===== src/rtl/pfetch_pkg.sv =====
package pfetch_pkg;
    typedef enum logic [0:0] {
        PFE_IDLE = 1'b0,
        PFE_RUN  = 1'b1
    } pfe_state_e;

    localparam int REG_CFG_A = 0;
    localparam int REG_CFG_B = 1;
    localparam int REG_CTRL  = 2;
    localparam int REG_STAT  = 3;
endpackage


===== src/rtl/pfetch_cfg_regs.sv =====
module pfetch_cfg_regs #(
    parameter int                DATA_W     = 32,
    parameter int                ADDR_W     = 2,
    parameter logic [DATA_W-1:0] CFG_A_RST  = 32'h0000_4000,
    parameter logic [DATA_W-1:0] CFG_A_MASK = 32'h7F8F_7FBF,
    parameter logic [DATA_W-1:0] CFG_B_RST  = 32'h0000_0000,
    parameter logic [DATA_W-1:0] CFG_B_MASK = 32'h0000_3FFF
) (
    input  logic                   clk,
    input  logic                   rst_n,
    input  logic                   wr_i,
    input  logic [ADDR_W-1:0]      addr_i,
    input  logic [DATA_W-1:0]      wdata_i,
    output logic [1:0][DATA_W-1:0] cfg_o
);
    import pfetch_pkg::*;

    for (genvar i = 0; i < 2; i++) begin : g_cfg
        localparam logic [DATA_W-1:0] RST = (i == 0) ? CFG_A_RST : CFG_B_RST;
        localparam logic [DATA_W-1:0] MSK = (i == 0) ? CFG_A_MASK : CFG_B_MASK;
        localparam logic [ADDR_W-1:0] IDX = ADDR_W'(REG_CFG_A + i);

        always_ff @(posedge clk or negedge rst_n) begin
            if (!rst_n) begin
                cfg_o[i] <= RST;
            end else if (wr_i && (addr_i == IDX)) begin
                cfg_o[i] <= wdata_i & MSK;
            end
        end
    end
endmodule


===== src/rtl/pfetch_engine.sv =====
module pfetch_engine #(
    parameter int LEVEL_W    = 8,
    parameter int CNT_W      = 14,
    parameter int FULL_LEVEL = 64
) (
    input  logic               clk,
    input  logic               rst_n,
    input  logic               ctrl_wr_i,
    input  logic               ctrl_bit_i,
    input  logic               dir_post_i,
    input  logic [CNT_W-1:0]   cnt_init_i,
    output logic               run_o,
    output logic [LEVEL_W-1:0] level_o,
    output logic [CNT_W-1:0]   count_o
);
    import pfetch_pkg::*;

    localparam logic [LEVEL_W-1:0] LVL_FULL  = LEVEL_W'(FULL_LEVEL);
    localparam logic [LEVEL_W-1:0] LVL_EMPTY = '0;

    pfe_state_e state_q, state_d;
    logic       start_evt;
    logic       stop_evt;

    assign start_evt = ctrl_wr_i &  ctrl_bit_i;
    assign stop_evt  = ctrl_wr_i & ~ctrl_bit_i;

    // transitions: start, restart, stop
    always_comb begin
        state_d = state_q;
        unique case (state_q)
            PFE_IDLE: if (start_evt) state_d = PFE_RUN;
            PFE_RUN:  if (stop_evt)  state_d = PFE_IDLE;
            default:  state_d = PFE_IDLE;
        endcase
    end

    // state register
    always_ff @(posedge clk or negedge rst_n) begin
        if (!rst_n) state_q <= PFE_IDLE;
        else        state_q <= state_d;
    end

    // outputs: level and count bookkeeping
    always_ff @(posedge clk or negedge rst_n) begin
        if (!rst_n) begin
            level_o <= LVL_EMPTY;
            count_o <= '0;
        end else if (start_evt) begin
            level_o <= dir_post_i ? LVL_FULL : LVL_EMPTY;
            count_o <= cnt_init_i;
        end
    end

    assign run_o = (state_q == PFE_RUN);
endmodule


===== src/rtl/pfetch_status.sv =====
module pfetch_status #(
    parameter int DATA_W    = 32,
    parameter int LEVEL_W   = 8,
    parameter int CNT_W     = 14,
    parameter int THR_W     = 7,
    parameter int FLAG_BIT  = 16
) (
    input  logic [LEVEL_W-1:0] level_i,
    input  logic [CNT_W-1:0]   count_i,
    input  logic [THR_W-1:0]   thr_i,
    output logic               flag_o,
    output logic [DATA_W-1:0]  word_o
);
    localparam int LEVEL_LSB = DATA_W - LEVEL_W;

    assign flag_o = (level_i > LEVEL_W'(thr_i));

    always_comb begin
        word_o                       = '0;
        word_o[LEVEL_LSB +: LEVEL_W] = level_i;
        word_o[FLAG_BIT]             = flag_o;
        word_o[CNT_W-1:0]            = count_i;
    end
endmodule


===== src/rtl/pfetch_ctl.sv =====
module pfetch_ctl #(
    parameter int DATA_W     = 32,
    parameter int ADDR_W     = 2,
    parameter int LEVEL_W    = 8,
    parameter int CNT_W      = 14,
    parameter int THR_W      = 7,
    parameter int THR_LSB    = 8,
    parameter int DIR_BIT    = 0,
    parameter int FLAG_BIT   = 16,
    parameter int FULL_LEVEL = 64
) (
    input  logic              clk,
    input  logic              rst_n,
    input  logic              reg_wr,
    input  logic [ADDR_W-1:0] reg_addr,
    input  logic [DATA_W-1:0] reg_wdata,
    output logic [DATA_W-1:0] reg_rdata,
    output logic              thr_req
);
    import pfetch_pkg::*;

    localparam logic [ADDR_W-1:0] A_CFG_A = ADDR_W'(REG_CFG_A);
    localparam logic [ADDR_W-1:0] A_CFG_B = ADDR_W'(REG_CFG_B);
    localparam logic [ADDR_W-1:0] A_CTRL  = ADDR_W'(REG_CTRL);
    localparam logic [ADDR_W-1:0] A_STAT  = ADDR_W'(REG_STAT);

    logic [1:0][DATA_W-1:0] cfg;
    logic [DATA_W-1:0]      cfg_a;
    logic [DATA_W-1:0]      cfg_b;
    logic                   run;
    logic [LEVEL_W-1:0]     level;
    logic [CNT_W-1:0]       count;
    logic                   thr_flag;
    logic [DATA_W-1:0]      stat_word;
    logic                   ctrl_wr;

    assign cfg_a   = cfg[0];
    assign cfg_b   = cfg[1];
    assign ctrl_wr = reg_wr && (reg_addr == A_CTRL);

    pfetch_cfg_regs #(
        .DATA_W (DATA_W),
        .ADDR_W (ADDR_W)
    ) u_regs (
        .clk     (clk),
        .rst_n   (rst_n),
        .wr_i    (reg_wr),
        .addr_i  (reg_addr),
        .wdata_i (reg_wdata),
        .cfg_o   (cfg)
    );

    pfetch_engine #(
        .LEVEL_W    (LEVEL_W),
        .CNT_W      (CNT_W),
        .FULL_LEVEL (FULL_LEVEL)
    ) u_eng (
        .clk        (clk),
        .rst_n      (rst_n),
        .ctrl_wr_i  (ctrl_wr),
        .ctrl_bit_i (reg_wdata[0]),
        .dir_post_i (cfg_a[DIR_BIT]),
        .cnt_init_i (cfg_b[CNT_W-1:0]),
        .run_o      (run),
        .level_o    (level),
        .count_o    (count)
    );

    pfetch_status #(
        .DATA_W   (DATA_W),
        .LEVEL_W  (LEVEL_W),
        .CNT_W    (CNT_W),
        .THR_W    (THR_W),
        .FLAG_BIT (FLAG_BIT)
    ) u_stat (
        .level_i (level),
        .count_i (count),
        .thr_i   (cfg_a[THR_LSB +: THR_W]),
        .flag_o  (thr_flag),
        .word_o  (stat_word)
    );

    always_ff @(posedge clk or negedge rst_n) begin
        if (!rst_n) thr_req <= 1'b0;
        else        thr_req <= thr_flag;
    end

    always_comb begin
        unique case (reg_addr)
            A_CFG_A: reg_rdata = cfg_a;
            A_CFG_B: reg_rdata = cfg_b;
            A_CTRL:  reg_rdata = {{(DATA_W-1){1'b0}}, run};
            A_STAT:  reg_rdata = stat_word;
            default: reg_rdata = '0;
        endcase
    end
endmodule


===== config.mk =====
export PLATFORM = sky130hd
export DESIGN_NAME = pfetch_ctl
export DESIGN_NICKNAME = d
export VERILOG_FILES = /design/src/rtl/pfetch_pkg.sv /design/src/rtl/pfetch_cfg_regs.sv /design/src/rtl/pfetch_engine.sv /design/src/rtl/pfetch_status.sv /design/src/rtl/pfetch_ctl.sv
export SDC_FILE = /design/constraint.sdc
export NUM_CORES = 1
export LEC_CHECK = 0
export CORE_MARGIN = 4
export CORE_UTILIZATION = 48
export CTS_BUF_LIST = sky130_fd_sc_hd__clkbuf_16
export DETAILED_ROUTE_END_ITERATION = 10
export GPL_TIMING_DRIVEN = 0
export HOLD_SLACK_MARGIN = 0.12
export PLACE_DENSITY = 0.79
export SYNTH_ARGS = -nofsm -noshare
export SYNTH_HDL_FRONTEND = slang
export SYNTH_SLANG_ARGS = --single-unit
export TNS_END_PERCENT = 1

===== constraint.sdc =====
create_clock -name clk -period 1.3 [get_ports clk]
set_input_delay 0.195 -clock clk [delete_from_list [all_inputs] [get_ports clk]]
set_output_delay 0.195 -clock clk [all_outputs]
set_load 0.02 [all_outputs]

# Word level (Yosys, flattened, before mapping)

Cells that the tools add are included.

Register bits: 64
Input bits: 37

Magnitude comparators: 1
Equal/unequal tests: 3
Mux-type cells: 5
Bitwise operators: 4
Reductions and logical operators: 4

Operator list:

| kind                                                | count |
|---|---|
| one-hot mux 32 bit (4 select lines)                 | 1 |
| > comparator 8 x 7 -> 1 bit                         | 1 |
| 2-to-1 mux 7 bit                                    | 1 |
| equality test 2 bit, second input constant          | 2 |
| logical AND 1 bit                                   | 3 |
| bitwise AND 1 bit                                   | 2 |
| equality test 2 x 1 -> 1 bit, second input constant | 1 |
| logical NOT 2 bit                                   | 1 |
| 2-to-1 mux 1 bit                                    | 2 |
| NOT 1 bit                                           | 2 |
| one-hot mux 1 bit (2 select lines)                  | 1 |

# Longest topological paths before layout

Depth after elaboration: 5
Mapped depth: 4

# Hierarchy

A second synthesis with hierarchy kept.

Cells, all modules: 288
Area total of the unflattened synthesis: 3742.3 um^2

By module, submodules not included:

| module          | times used | cells an instance | area each (um^2) |
|---|---|---|---|
| pfetch_cfg_regs | 1          | 110               | 1692.9 |
| pfetch_ctl      | 1          | 78                | 933.4 |
| pfetch_engine   | 1          | 43                | 694.4 |
| pfetch_status   | 1          | 57                | 421.7 |

# Worst setup path after synthesis

OpenSTA, ideal clock, no wires.

Kind: input port to output port
Start: input port reg_addr[1]
End: output port reg_rdata[11]
Data arrival time: 1146 ps
Required time: 1105 ps
Path slack: -41 ps
Stages: 4
Path buffers: 2
Cells stage by stage: buf_4 -> buf_2 -> mux2_2 -> a22o_1

Word-level cells in the longest chain between the ends: 2
Elaborated cells on any way between the ends: 5
Those cells by class: 3 x eq/ne; 1 x mux; 1 x reduce/logical

RTL lines:

| element                                           | RTL line         | text |
|---|---|---|
| start, declared                                   | pfetch_ctl.sv:15 | `input logic [ADDR_W-1:0] reg_addr,` |
| equality test 2 bit, or another cell as far along | pfetch_ctl.sv:89 | `unique case (reg_addr)` |
| one-hot mux 32 bit (4 select lines) (*)           | pfetch_ctl.sv:89 |  |
| end, declared                                     | pfetch_ctl.sv:17 | `output logic [DATA_W-1:0] reg_rdata,` |

Mark *: on every way between the ends. The rest lies on a longest branch, timed or not. The select of a mux whose other input is x is not followed.

# Worst setup path in the final report

Start: register u_eng.count_o[0]
End: output port reg_rdata[0]

Word-level cells in the longest chain between the ends: 1

RTL lines:

| element                             | RTL line            | text |
|---|---|---|
| start, declared                     | pfetch_engine.sv:14 | `output logic [CNT_W-1:0] count_o` |
| start signal, assigned              | pfetch_engine.sv:51 | `count_o <= cnt_init_i;` |
| one-hot mux 32 bit (4 select lines) | pfetch_ctl.sv:89    |  |

No other way between the ends. The select of a mux whose other input is x is not followed.

==> reports/results.tsv <==
stage	metric	value	unit
global_routing	Most Used Layer, Global Route	met2	
global_routing	largest net degree at the start of global routing	31	
synth	Synth Warn #	0	
critical_path	slowest CP cell	mux4_2	
placed_design	DP HPWL	3870	µm
clock_tree	Clock Sink Count	57	
timing	clock skew	3.61	ps
worst_hold_path	hold endpoint	u_regs.cfg_o[33]	
layout	area grow syn2layout	40.0	%
critical_path	worst r2r path cells	2	
critical_path	flop2flop setup slack	420	ps
placed_design	dpl ws	-1350	ps
critical_path	Startpoint Class	register	
global_routing	vias in the first global route	1782	
global_routing	first-pass GRT wire length	9020	µm
routing	Initial DRC Count	70	
placed_design	gpl congestion	0.732	
global_routing	met2 Usage GRT	27.4	%
synth	Synth Instances	178	
die	core area	5200	µm²
clock_tree	Num CTS Buffers	9	
run_status	status	complete, but fails checks	
routing	drt total wl	5650	µm
run_status	failing checks	negative setup slack	
layout	final non-filler cell total	336	
global_routing	antenna violations before repair	0	
critical_path	slowest stage delay, CP	490	ps
critical_path	crit-path cells	mux4_2 > buf_6	
placed_design	Inst Count DP	312	
critical_path	worst r2r dst	u_eng.count_o[3]	
timing	Tcrit/Tclk final	117	%
routing	DR WL/cell	16.8	µm
critical_path	kind of critical path	reg -> out	
synth	Synth cell types	24	
timing	final hold vios	0	
worst_hold_path	worst hold stages	3	
power_and_ir_drop	VDD IR-drop max	1.04	mV
synth	Synth area leaders	dfrtp_1 54%, mux2_2 28%, a22o_1 4.0%, and2_1 2.6%, buf_4 2.0%	
timing	Slew HR	53.8	%
die	Die Ht	81.8	µm
die	Initial Util	50.2	%
layout	n_diodes	0	
global_routing	GRT Util Overall	18.5	%
critical_path	crit path DAT	1330	ps
synth	syn_area_per_cell	14.7	µm²
synth	Post-synth top cells	66 x mux2_2, 56 x dfrtp_1, 12 x a22o_1	
power_and_ir_drop	Pwr Density	1540	nW/µm²
die	die width	81.8	µm
die	die area	6690	µm²
timing	max-slew violation count	0	
synth	count leader, synth	mux2_2	
critical_path	Buffers & Inverters on Critical Path	1	
synth	Post-synth EDFFs	0	
die	Top Ports	70	
timing	final setup margin	-223	ps
routing	antenna-violating nets left	0	
timing	Setup-failing EPs final	27	
critical_path	WP data required	1110	ps
critical_path	worst-path fanout max	2	
synth	top_reg_cell synth	dfrtp_1	
job	maxcap violations	0	
die	Std-Cell Rows	26	
layout	fin nets	301	
worst_hold_path	Hold Startpoint	reg_addr[1]	
timing	RSZ-0062 raised after global routing	true	
power_and_ir_drop	LEAKAGE	1.69	nW
global_routing	GR Overflow Total	0	
clock_tree	Root Driver	clkbuf_16	
routing	vias	1732	
clock_tree	Reg clk slew, reported paths	50	ps
synth	Seq/Total Area, Yosys	54.6	%
layout	share of cells above drive strength 1	51.5	%
global_routing	met3 Use GR	3.95	%
global_routing	grt met1 use	24.9	%
placed_design	input/output buffers	59	
routing	DR vias/cell	5.15	
synth	Cell Area, Synth	2610	µm²
critical_path	delay-heaviest family, CP	multiplexers	
synth	asr flop ratio synth	100	%
clock_tree	clock buffer depth	2	
critical_path	Worst setup EP type	output pin	
clock_tree	CTS tree	built	
timing	Fin Hold WS	420	ps
worst_hold_path	Hold Crit Class	in -> reg	
timing	maximum clock rate	0.657	GHz
clock_tree	Clk Latency, worst-skew pair	310	ps
layout	Core Util, Final	70.3	%
power_and_ir_drop	Power Total	5.64	mW
routing	DRC viols	0	
synth	Synth top area share	53.6	%
synth	synthesis-stage register bit count	57	
timing	Tmin final	1520	ps
timing	Worst Tran Pin Value	693	ps
routing	1st-pass router iterations	4	
clock_tree	H-tree depth	3	
critical_path	r2r startpoint	u_regs.cfg_o[35]	
synth	largest area contributor in the netlist	dfrtp_1	
through the flow:
stage               setup TNS (ps)  cell area [µm²]
floorplan                        0             2630
finish                       -3650             3660
global placement           -166250             3310
CTS                          -4050             3620
detailed placement          -67200             3330
global route                 -4930             3660
cell families (layout without fill, tap and decap cells):
group	Yosys count	count (layout)	share of synthesized area (%)
multiplexers	69	69	30.1
flip-flops	57	57	54.6
AND/OR/NAND/NOR	20	20	6.13
buffers and inverters	16	100	4.07
AO/OA/AOI/OAI	15	15	4.88
other	1	5	0.144
placed cells by master (no fill, tap or decap), drive strengths merged:
cell type	instances
a21o	1
and3b	1
dfrtp	56
clkbuf	11
buf	53
clkdlybuf4s50	27
nor2b	3
mux2	67
conb	5
dlygate4sd2	1
nand4b	1
o21ai	1
clkdlybuf4s15	2
clkinv	3
nor3b	1
mux4	1
mux2i	1
a22o	12
and3	1
nor2	1
and2	11
dfstp	1
nand3b	1
a32o	1
dlygate4sd3	1
inv	2
worst max path at each step:
stage	start	endpoint	slack, ps	cells past startpoint
after floorplan	reg_addr[1]	reg_rdata[11]	1	4
after global placement	rst_n	u_regs.cfg_o[12]	-1770	1
after detailed placement	reg_addr[0]	reg_rdata[14]	-1350	6
after CTS	u_eng.count_o[0]	reg_rdata[0]	-230	2
after global routing	u_eng.count_o[0]	reg_rdata[0]	-260	2
final	u_eng.count_o[0]	reg_rdata[0]	-220	2
area by class of cell:
type | instances | area [µm²]
fillers | 402 | 1550
clock inverters | 4 | 15.0
plain buffers | 15 | 160
inverters | 1 | 3.75
multi-input cells | 109 | 1110
well taps | 70 | 87.6
repair buffers | 71 | 631
flip-flops and latches | 57 | 1430
clock buffers | 9 | 225
routing by layer:
metal	wire [µm]	share of wire, %
met3	314	5.6
met4	140	2.5
met1	2490	44
met5	0	0
met2	2710	48
state kept, by name (all words and copies together) (netlist names), named ones only:
register       count
u_eng.level_o      1
thr_req            1
u_eng.count_o     14
u_regs.cfg_o      40
worst reg2reg max path, delay by kind of cell, from the launching register on:
kind / cells / cell delay, ps
flops: 1 / 380
mux: 1 / 250
buf+inv: 1 / 130
report_power, final:
group	leakage [nW]	internal, mW	switching [mW]	total (mW)
sequential	0.679	2.19	0.211	2.40
clock	0.121	1.22	0.682	1.90
combinational	0.894	0.797	0.542	1.34
total	1.69	4.21	1.43	5.64
repair_timing:
| item | CTS | global route |
|---|---|---|
| hold buffers | 1 | 0 |
| endpoints found under the setup margin | 84 | 55 |
| buffers inserted | 9 | 1 |
| gates cloned | 0 | 0 |
| pin swaps | 2 | 0 |
| endpoints found under the hold margin | 29 | 0 |
| resized for setup | 147 | 15 |
(Power assumes the default switching activity.)
